$ cat src/rtl/tick_prescale_pkg.sv
// Shared constants and helpers for the tick prescale bank.
// Assumes: exponents are small non-negative integers.
package tick_prescale_pkg;

    // Address of the prescaler word and of the divider-code word
    localparam logic ADDR_PRESCALE = 1'b0;
    localparam logic ADDR_DIVSEL   = 1'b1;

    // Effective log2 of the divisor: code plus base, saturated at the maximum
    function automatic int eff_log2(input int code, input int base, input int max_log2);
        int s;
        s = code + base;
        return (s > max_log2) ? max_log2 : s;
    endfunction

endpackage

$ cat src/rtl/tick_prescaler.sv
// Free-running down counter that pulses for one cycle when it reaches zero
// and then reloads the preset value. A new preset is taken only at a reload.
// Assumes: the preset is held in a register outside this module.
module tick_prescaler #(
    parameter int PS_W = 8
) (
    input  logic            clk,
    input  logic            rst_n,
    input  logic [PS_W-1:0] preset,
    output logic            pulse
);

    logic [PS_W-1:0] cnt;

    assign pulse = (cnt == '0);

    // Count down; reload the preset on the zero cycle
    always_ff @(posedge clk) begin
        if (!rst_n)      cnt <= '0;
        else if (pulse)  cnt <= preset;
        else             cnt <= cnt - 1'b1;
    end

endmodule

$ cat src/rtl/tick_divider.sv
// Per-channel power-of-two divider that counts prescaler pulses and emits a
// registered one-cycle tick every 2^(code+DIV_BASE) pulses, saturated at
// 2^MAX_LOG2. A restart clears the phase and any pending tick.
// Assumes: restart coincides with the cycle the code register is written.
module tick_divider
    import tick_prescale_pkg::*;
#(
    parameter int SEL_W    = 4,
    parameter int DIV_BASE = 1,
    parameter int MAX_LOG2 = 4
) (
    input  logic             clk,
    input  logic             rst_n,
    input  logic             pulse,
    input  logic             restart,
    input  logic [SEL_W-1:0] code,
    output logic             tick
);

    logic [MAX_LOG2-1:0] phase;
    logic [MAX_LOG2:0]   last_phase;
    int                  lg;
    logic                wrap;

    // Work out the terminal phase from the code
    always_comb begin
        lg         = eff_log2(int'(code), DIV_BASE, MAX_LOG2);
        last_phase = (MAX_LOG2+1)'((1 << lg) - 1);
        wrap       = pulse && ({1'b0, phase} == last_phase);
    end

    // Advance the phase on each pulse, wrap at the terminal phase, tick on wrap
    always_ff @(posedge clk) begin
        if (!rst_n || restart) begin
            phase <= '0;
            tick  <= 1'b0;
        end else begin
            tick <= wrap;
            if (wrap)       phase <= '0;
            else if (pulse) phase <= phase + 1'b1;
        end
    end

    // a tick is a single cycle when the divisor exceeds one
    p_tick_single_r7: assert property (@(posedge clk) disable iff (!rst_n)
        (tick && lg != 0 && !restart) |=> !tick);

    // a tick always follows a prescaler pulse
    p_tick_needs_pulse_r4: assert property (@(posedge clk) disable iff (!rst_n)
        tick |-> $past(pulse));

    // a restart silences the tick in the next cycle
    p_restart_quiet_r8: assert property (@(posedge clk) disable iff (!rst_n)
        restart |=> !tick);

    // the phase never passes the saturated divisor
    p_phase_bound_r6: assert property (@(posedge clk) disable iff (!rst_n)
        {1'b0, phase} <= last_phase || $past(restart) || $changed(code));

endmodule

$ cat src/rtl/tick_prescale_bank.sv
// Top of the tick generator: configuration words, two shared prescalers and
// one divider per channel. Channels below SPLIT_CH use prescaler 0, the rest
// use prescaler 1. All outputs are enables in the clk domain.
// Assumes: REG_W covers both configuration words.
module tick_prescale_bank
    import tick_prescale_pkg::*;
#(
    parameter int NUM_CH   = 5,
    parameter int SPLIT_CH = 2,
    parameter int PS_W     = 8,
    parameter int SEL_W    = 4,
    parameter int DIV_BASE = 1,
    parameter int MAX_LOG2 = 4,
    parameter int REG_W    = 32
) (
    input  logic              clk,
    input  logic              rst_n,
    input  logic              reg_wr_en,
    input  logic              reg_addr,
    input  logic [REG_W-1:0]  reg_wdata,
    output logic [REG_W-1:0]  reg_rdata,
    output logic [NUM_CH-1:0] ch_tick
);

    localparam int PSW_ALL  = 2 * PS_W;
    localparam int SELW_ALL = NUM_CH * SEL_W;

    logic [PSW_ALL-1:0]  cfg_ps;
    logic [SELW_ALL-1:0] cfg_sel;
    logic [1:0]          ps_pulse;
    logic                sel_write;

    assign sel_write = reg_wr_en && (reg_addr == ADDR_DIVSEL);

    // Store the configuration words
    always_ff @(posedge clk) begin
        if (!rst_n) begin
            cfg_ps  <= '0;
            cfg_sel <= '0;
        end else if (reg_wr_en) begin
            if (reg_addr == ADDR_PRESCALE) cfg_ps  <= reg_wdata[PSW_ALL-1:0];
            else                           cfg_sel <= reg_wdata[SELW_ALL-1:0];
        end
    end

    // Return the addressed word, zero above its field
    always_comb begin
        if (reg_addr == ADDR_DIVSEL) reg_rdata = REG_W'(cfg_sel);
        else                         reg_rdata = REG_W'(cfg_ps);
    end

    for (genvar g = 0; g < 2; g++) begin : g_ps
        tick_prescaler #(.PS_W(PS_W)) u_ps (
            .clk    (clk),
            .rst_n  (rst_n),
            .preset (cfg_ps[g*PS_W +: PS_W]),
            .pulse  (ps_pulse[g])
        );
    end

    for (genvar c = 0; c < NUM_CH; c++) begin : g_ch
        tick_divider #(
            .SEL_W    (SEL_W),
            .DIV_BASE (DIV_BASE),
            .MAX_LOG2 (MAX_LOG2)
        ) u_div (
            .clk     (clk),
            .rst_n   (rst_n),
            .pulse   ((c < SPLIT_CH) ? ps_pulse[0] : ps_pulse[1]),
            .restart (sel_write),
            .code    (cfg_sel[c*SEL_W +: SEL_W]),
            .tick    (ch_tick[c])
        );
    end

    // reset leaves every tick low at the next edge
    p_reset_quiet_r1: assert property (@(posedge clk)
        !rst_n |=> (ch_tick == '0));

endmodule

$ cat config.mk
export PLATFORM = sky130hd
export DESIGN_NAME = tick_prescale_bank
export DESIGN_NICKNAME = d
export VERILOG_FILES = /design/src/rtl/tick_prescale_pkg.sv /design/src/rtl/tick_prescaler.sv /design/src/rtl/tick_divider.sv /design/src/rtl/tick_prescale_bank.sv
export SDC_FILE = /design/constraint.sdc
export NUM_CORES = 1
export LEC_CHECK = 0
export ABC_CLOCK_PERIOD_IN_PS = 3470
export BUFFER_PORTS_ARGS = -buffer_cell sky130_fd_sc_hd__buf_2
export CORE_ASPECT_RATIO = 1.25
export CORE_MARGIN = 4
export CORE_UTILIZATION = 30
export CTS_CLUSTER_SIZE = 12
export DETAILED_ROUTE_END_ITERATION = 10
export SYNTH_ARGS = -nofsm -noshare
export SYNTH_HDL_FRONTEND = slang
export SYNTH_HIERARCHICAL = 1
export SYNTH_SLANG_ARGS = --single-unit
$ cat constraint.sdc
create_clock -name clk -period 3.47 [get_ports clk]
set_input_delay 0.694 -clock clk [delete_from_list [all_inputs] [get_ports clk]]
set_output_delay 0.694 -clock clk [all_outputs]
set_load 0.005 [all_outputs]
== Yosys cells after proc, flatten, opt, wreduce, memory -nomap -nowiden ==
Index checks and enable logic that the tools add are counted.
Operators by class
  reduce and logical (&&, ||, !) cells: 17
  bitwise logic cells: 1
  shifts and indexed selects: 5
  equality and inequality tests: 5
  $add $sub $neg: 17
  magnitude comparators: 5
  multiplexer cells: 8
Operators by type and width (number)
  32-bit by 4-bit greater-than comparator with 1-bit output, second input constant: 5
  32-bit two-way mux: 5
  1-bit by 32-bit left shift with 5-bit output, first input constant: 5
  4-bit by 1-bit adder with 5-bit output, second input constant: 5
  4-bit by 5-bit equality test with 1-bit output: 5
  5-bit by 2-bit subtractor with 5-bit output, second input constant: 5
  4-bit by 1-bit adder with 4-bit output, second input constant: 5
  20-bit two-way mux: 1
  8-bit zero test: 2
  8-bit two-way mux: 2
  8-bit by 1-bit subtractor with 8-bit output, second input constant: 2
  2-bit OR reduction: 5
  1-bit logical AND: 6
  2-bit AND reduction: 2
  1-bit zero test: 1
  1-bit logical OR: 1
  1-bit NOT: 1
Word-level totals
  bits in registers: 77
  word-level logic and storage cells: 72
  input bits: 36

== Depth between registers and ports, before layout ==
  word-level depth: 8
  depth in mapped cells: 10
  gate-level depth less buffers: 10

== Hierarchy ==
The synthesis kept the hierarchy.
Modules (own cells, without submodules)
  tick_divider: instances 5, area an instance 481.7 µm², cells each 55
  tick_prescale_bank: instances 1, area an instance 1707.9 µm², cells each 177
  tick_prescaler: instances 2, area an instance 420.4 µm², cells each 47

== Least setup slack after synthesis ==
Ideal clock, no wire load.
  kind: flip-flop to flip-flop
  start point: register cfg_sel[1]
  end point: register g_ch[0].u_div.tick
  data arrival time: 2.413 ns
  cell stages (with the launch flop): 11
  path slack: 0.991 ns
  required time: 3.404 ns
  cells stage by stage: dfxtp_1 ha_1 a21boi_0 a31o_2 nand2_1 ha_1 xor2_1 a311oi_1 o32a_1 nor4_4 nor2b_1
On the way
  longest elaborated chain between the ends: 7
Ends and longest elaborated chain
  start: declaration: line tick_prescale_bank.sv:29  | logic [SELW_ALL-1:0] cfg_sel;
  start signal: assignment: line tick_prescale_bank.sv:42  | else cfg_sel <= reg_wdata[SELW_ALL-1:0];
  4-bit by 1-bit adder with 5-bit output (*): line tick_prescale_pkg.sv:12  | s = code + base;
  32-bit by 4-bit greater-than comparator with 1-bit output: line tick_prescale_pkg.sv:13  | return (s > max_log2) ? max_log2 : s;
  32-bit two-way mux (*): line tick_prescale_pkg.sv:13
  1-bit by 32-bit left shift with 5-bit output (*): line tick_divider.sv:28  | last_phase = (MAX_LOG2+1)'((1 << lg) - 1);
  5-bit by 2-bit subtractor with 5-bit output (*): line tick_divider.sv:28
  4-bit by 5-bit equality test with 1-bit output (*): line tick_divider.sv:29  | wrap = pulse && ({1'b0, phase} == last_phase);
  1-bit logical AND (*): line tick_divider.sv:29
  end signal: assignment: line tick_divider.sv:38  | tick <= wrap;
  end: declaration: line tick_divider.sv:17  | output logic tick
Mark *: on every way between the ends. The rest lies on a longest branch, timed or not.
A chain may end at the register's enable or synchronous reset.

== Worst setup path in the final report ==
  start point: register cfg_sel[4]
  end point: register g_ch[1].u_div.tick
On the way
  longest elaborated chain between the ends: 7
Ends and longest elaborated chain (line)
  4-bit by 1-bit adder with 5-bit output (*): tick_prescale_pkg.sv:12
  32-bit by 4-bit greater-than comparator with 1-bit output: tick_prescale_pkg.sv:13
  32-bit two-way mux (*): tick_prescale_pkg.sv:13
  1-bit by 32-bit left shift with 5-bit output (*): tick_divider.sv:28
  5-bit by 2-bit subtractor with 5-bit output (*): tick_divider.sv:28
  4-bit by 5-bit equality test with 1-bit output (*): tick_divider.sv:29
  1-bit logical AND (*): tick_divider.sv:29
  end signal: assignment: tick_divider.sv:38
  end: declaration: tick_divider.sv:17
Marked as above.

==> impl_metrics.py <==
metrics = {
    "status": {
        "status": "completed",
    },
    "logic_synthesis": {
        "async_flop_share_pct": 0,
        "syn_area_um2": 4960,
        "yosys-top-cells-area": "dfxtp_1 (31%), mux2i_1 (7.9%), nand2_1 (5.8%)",
        "syn_inst": 546,
        "synth.distinct_cells": 45,
        "ys_seq_elements": 77,
        "synth_top_area_share_pct": 31.1,
        "synth-seq-area-share_pct": 31.1,
        "synth_ff_type": "dfxtp_1",
        "post-synth-top-area-cell": "dfxtp_1",
        "ys.warnings.count": 6,
        "synth_edf_count": 0,
        "yosysMostFrequentCell": "dfxtp_1",
        "avgSynthCellArea_um2": 9.08,
        "yosys-top-cells-count": "dfxtp_1 (77), nand2_1 (76), mux2i_1 (39), a21oi_1 (28), nor2_1 (24)",
    },
    "critical_path": {
        "startpoint": "cfg_sel[4]$_SDFFE_PN0P_",
        "ff2ff_path_depth": 10,
        "end_kind": "register",
        "cp_max_fo": 12,
        "rr_startpoint": "cfg_sel[4]$_SDFFE_PN0P_",
        "startpoint_type": "register",
        "cp.arrival_ps": 3260,
        "cp.required_ps": 3750,
        "criticalPathCategory": "reg -> reg",
    },
    "timing": {
        "hold_violations": 0,
        "finalSetupViolations": 0,
        "maxSlewViolCount": 0,
        "fmax_mhz": 335,
        "rsz0062_at_grt": "no",
        "period_share_pct": 86.0,
        "setup_ws_ps": 485,
        "max-slew-margin-rel_pct": 58.3,
        "worst_slew_pin_slew_ps": 625,
        "final.setup.tns_ps": 0,
        "period_needed_ps": 2990,
        "fin_skew_ps": 4.08,
    },
    "final_layout": {
        "area_growth_syn_to_layout_pct": 12.1,
        "antenna_cells": 0,
        "drive_above_1_share_pct": 21.1,
        "nets": 639,
        "final_area_um2": 5560,
    },
    "pwr": {
        "ir_drop_mv": 0.378,
        "p_per_area_nw_per_um2": 556,
        "leakagePower_nw": 2.21,
    },
    "placement": {
        "preCtsSetupSlack_ps": 494,
        "placed_area_um2": 5260,
        "io_buffer_count": 48,
        "place_congestion": 0.737,
        "hpwl_mm": 7.52,
    },
    "global_routing": {
        "grtUsageTotal_pct": 11.6,
        "antenna_found_initial": 0,
        "grt_pass1_wl_mm": 17.2,
        "first_global_vias": 3568,
        "grt.overflow.total": 0,
        "grt_max_degree": 47,
    },
    "floorplanning": {
        "io_pins": 73,
        "fp-row-count": 52,
        "die_h_um": 152,
        "chipWidth_um": 123,
        "fp.coreArea_um2": 16200,
        "die-area_um2": 18700,
        "start_util_pct": 30.6,
    },
    "min_path": {
        "min_from": "cfg_ps[14]$_SDFFE_PN0P_",
        "hp-class": "reg -> reg",
        "whs_path_depth": 2,
    },
    "clock_tree": {
        "clk_pin_slew_ps": 60,
        "h-tree-depth": 3,
        "postCtsHoldBufs": 0,
        "numCtsBuffers": 9,
        "cts_resized": 0,
        "post_cts_buffers": 0,
        "cts_buffer_depth": 2,
        "cts-root-buf": "clkbuf_16",
        "clock_sinks": 77,
        "insertion_delay_ps": 340,
        "cts_tree": "yes",
    },
    "drt": {
        "wirelength_mm": 10.5,
        "vias": 3837,
        "drtIter0Drc": 148,
        "wire_per_inst_um": 13.1,
        "drc": 0,
        "drt-pass1-iter-count": 4,
        "viasPerCell": 4.77,
        "ant_nets": 0,
    },
    "flow_run": {
        "drv_cap": 0,
    },
}
==> logic make-up after synthesis <==
logic type / Yosys count / share of synthesized area, %
AO/OA/AOI/OAI: 103 / 15.8
flip-flops: 77 / 31.1
AND/OR/NAND/NOR: 190 / 21.5
buffers and inverters: 61 / 7.87
multiplexers: 62 / 13.1
other: 1 / 0.0756
XOR/XNOR: 33 / 5.83
adder cells (fa/ha/maj): 19 / 4.80
==> layer usage <==
metal / track usage, % / wire length (um)
met4: 3.16 / 116
met1: 14.0 / 4680
met3: 3.71 / 640
met2: 19.8 / 5080
met5: 0 / 0
==> cell type report <==
type,instances,area (um2)
Clock buffer,12,246
Clock inverter,4,47.5
Fill cell,1666,10600
Inverter,23,86.3
Multi-Input combinational cell,419,3070
Sequential cell,77,1540
Tap cell,216,270
Timing Repair Buffer,54,298
==> critical path, cell delays in order (launching register included) <==
cell      delay, ps
dfxtp_1         540
ha_1            300
a21boi_0        270
a31o_2          240
nand2_1          60
ha_1            260
xor2_1          180
a311oi_1        100
o32a_1          400
nor4_4          390
nor2b_1         170
==> placed cells by master (no fill, tap or decap), types with 6 or more instances in the layout <==
master,count
buf_2,48
dfxtp_1,77
a211oi_1,11
o21ai_0,6
nand2b_1,10
a311oi_1,7
nor2_1,24
nor3_1,22
a21oi_1,28
mux2_2,23
nand4_1,9
ha_1,19
clkbuf_16,9
xor2_1,19
nand2_1,76
inv_1,23
nor2b_1,12
conb_1,12
mux2i_1,39
xnor2_1,14
==> worst paths after layout <==
check | slack, ps | to
worst min register to register | 470 | cfg_ps[14]$_SDFFE_PN0P_
worst max-delay path | 480 | g_ch[1].u_div/tick$_SDFF_PP0_
worst max register to register | 480 | g_ch[1].u_div/tick$_SDFF_PP0_
worst min-delay path | 470 | cfg_ps[14]$_SDFFE_PN0P_
==> power breakdown <==
group | leakage, nW | internal (mW) | switching, mW | total [mW]
registers | 0.629 | 1.01 | 0.123 | 1.13
clock network | 0.143 | 0.574 | 0.365 | 0.939
logic | 1.44 | 0.465 | 0.551 | 1.02
==> flip-flops by register name, indices dropped and copies added (netlist names) <==
name and count:
g_ch.u_div/tick 5, g_ps.u_ps/cnt 16, cfg_ps 16, cfg_sel 20
g_ch.u_div/phase 20
==> per-stage QoR <==
step / cells / total power, mW / util [%] / hold slack [ps]
finish: 805 / 3.09 / 34.3 / 474
global route: 805 / 3.32 / 34.3 / 492
CTS: 805 / 3.14 / 34.3 / 473
detailed placement: 789 / 2.18 / 32.5 / 466
global placement: 789 / 2.17 / 32.5 / 458
floorplan: 557 / 2.02 / - / 442
Power figures use the tool's default switching activity.
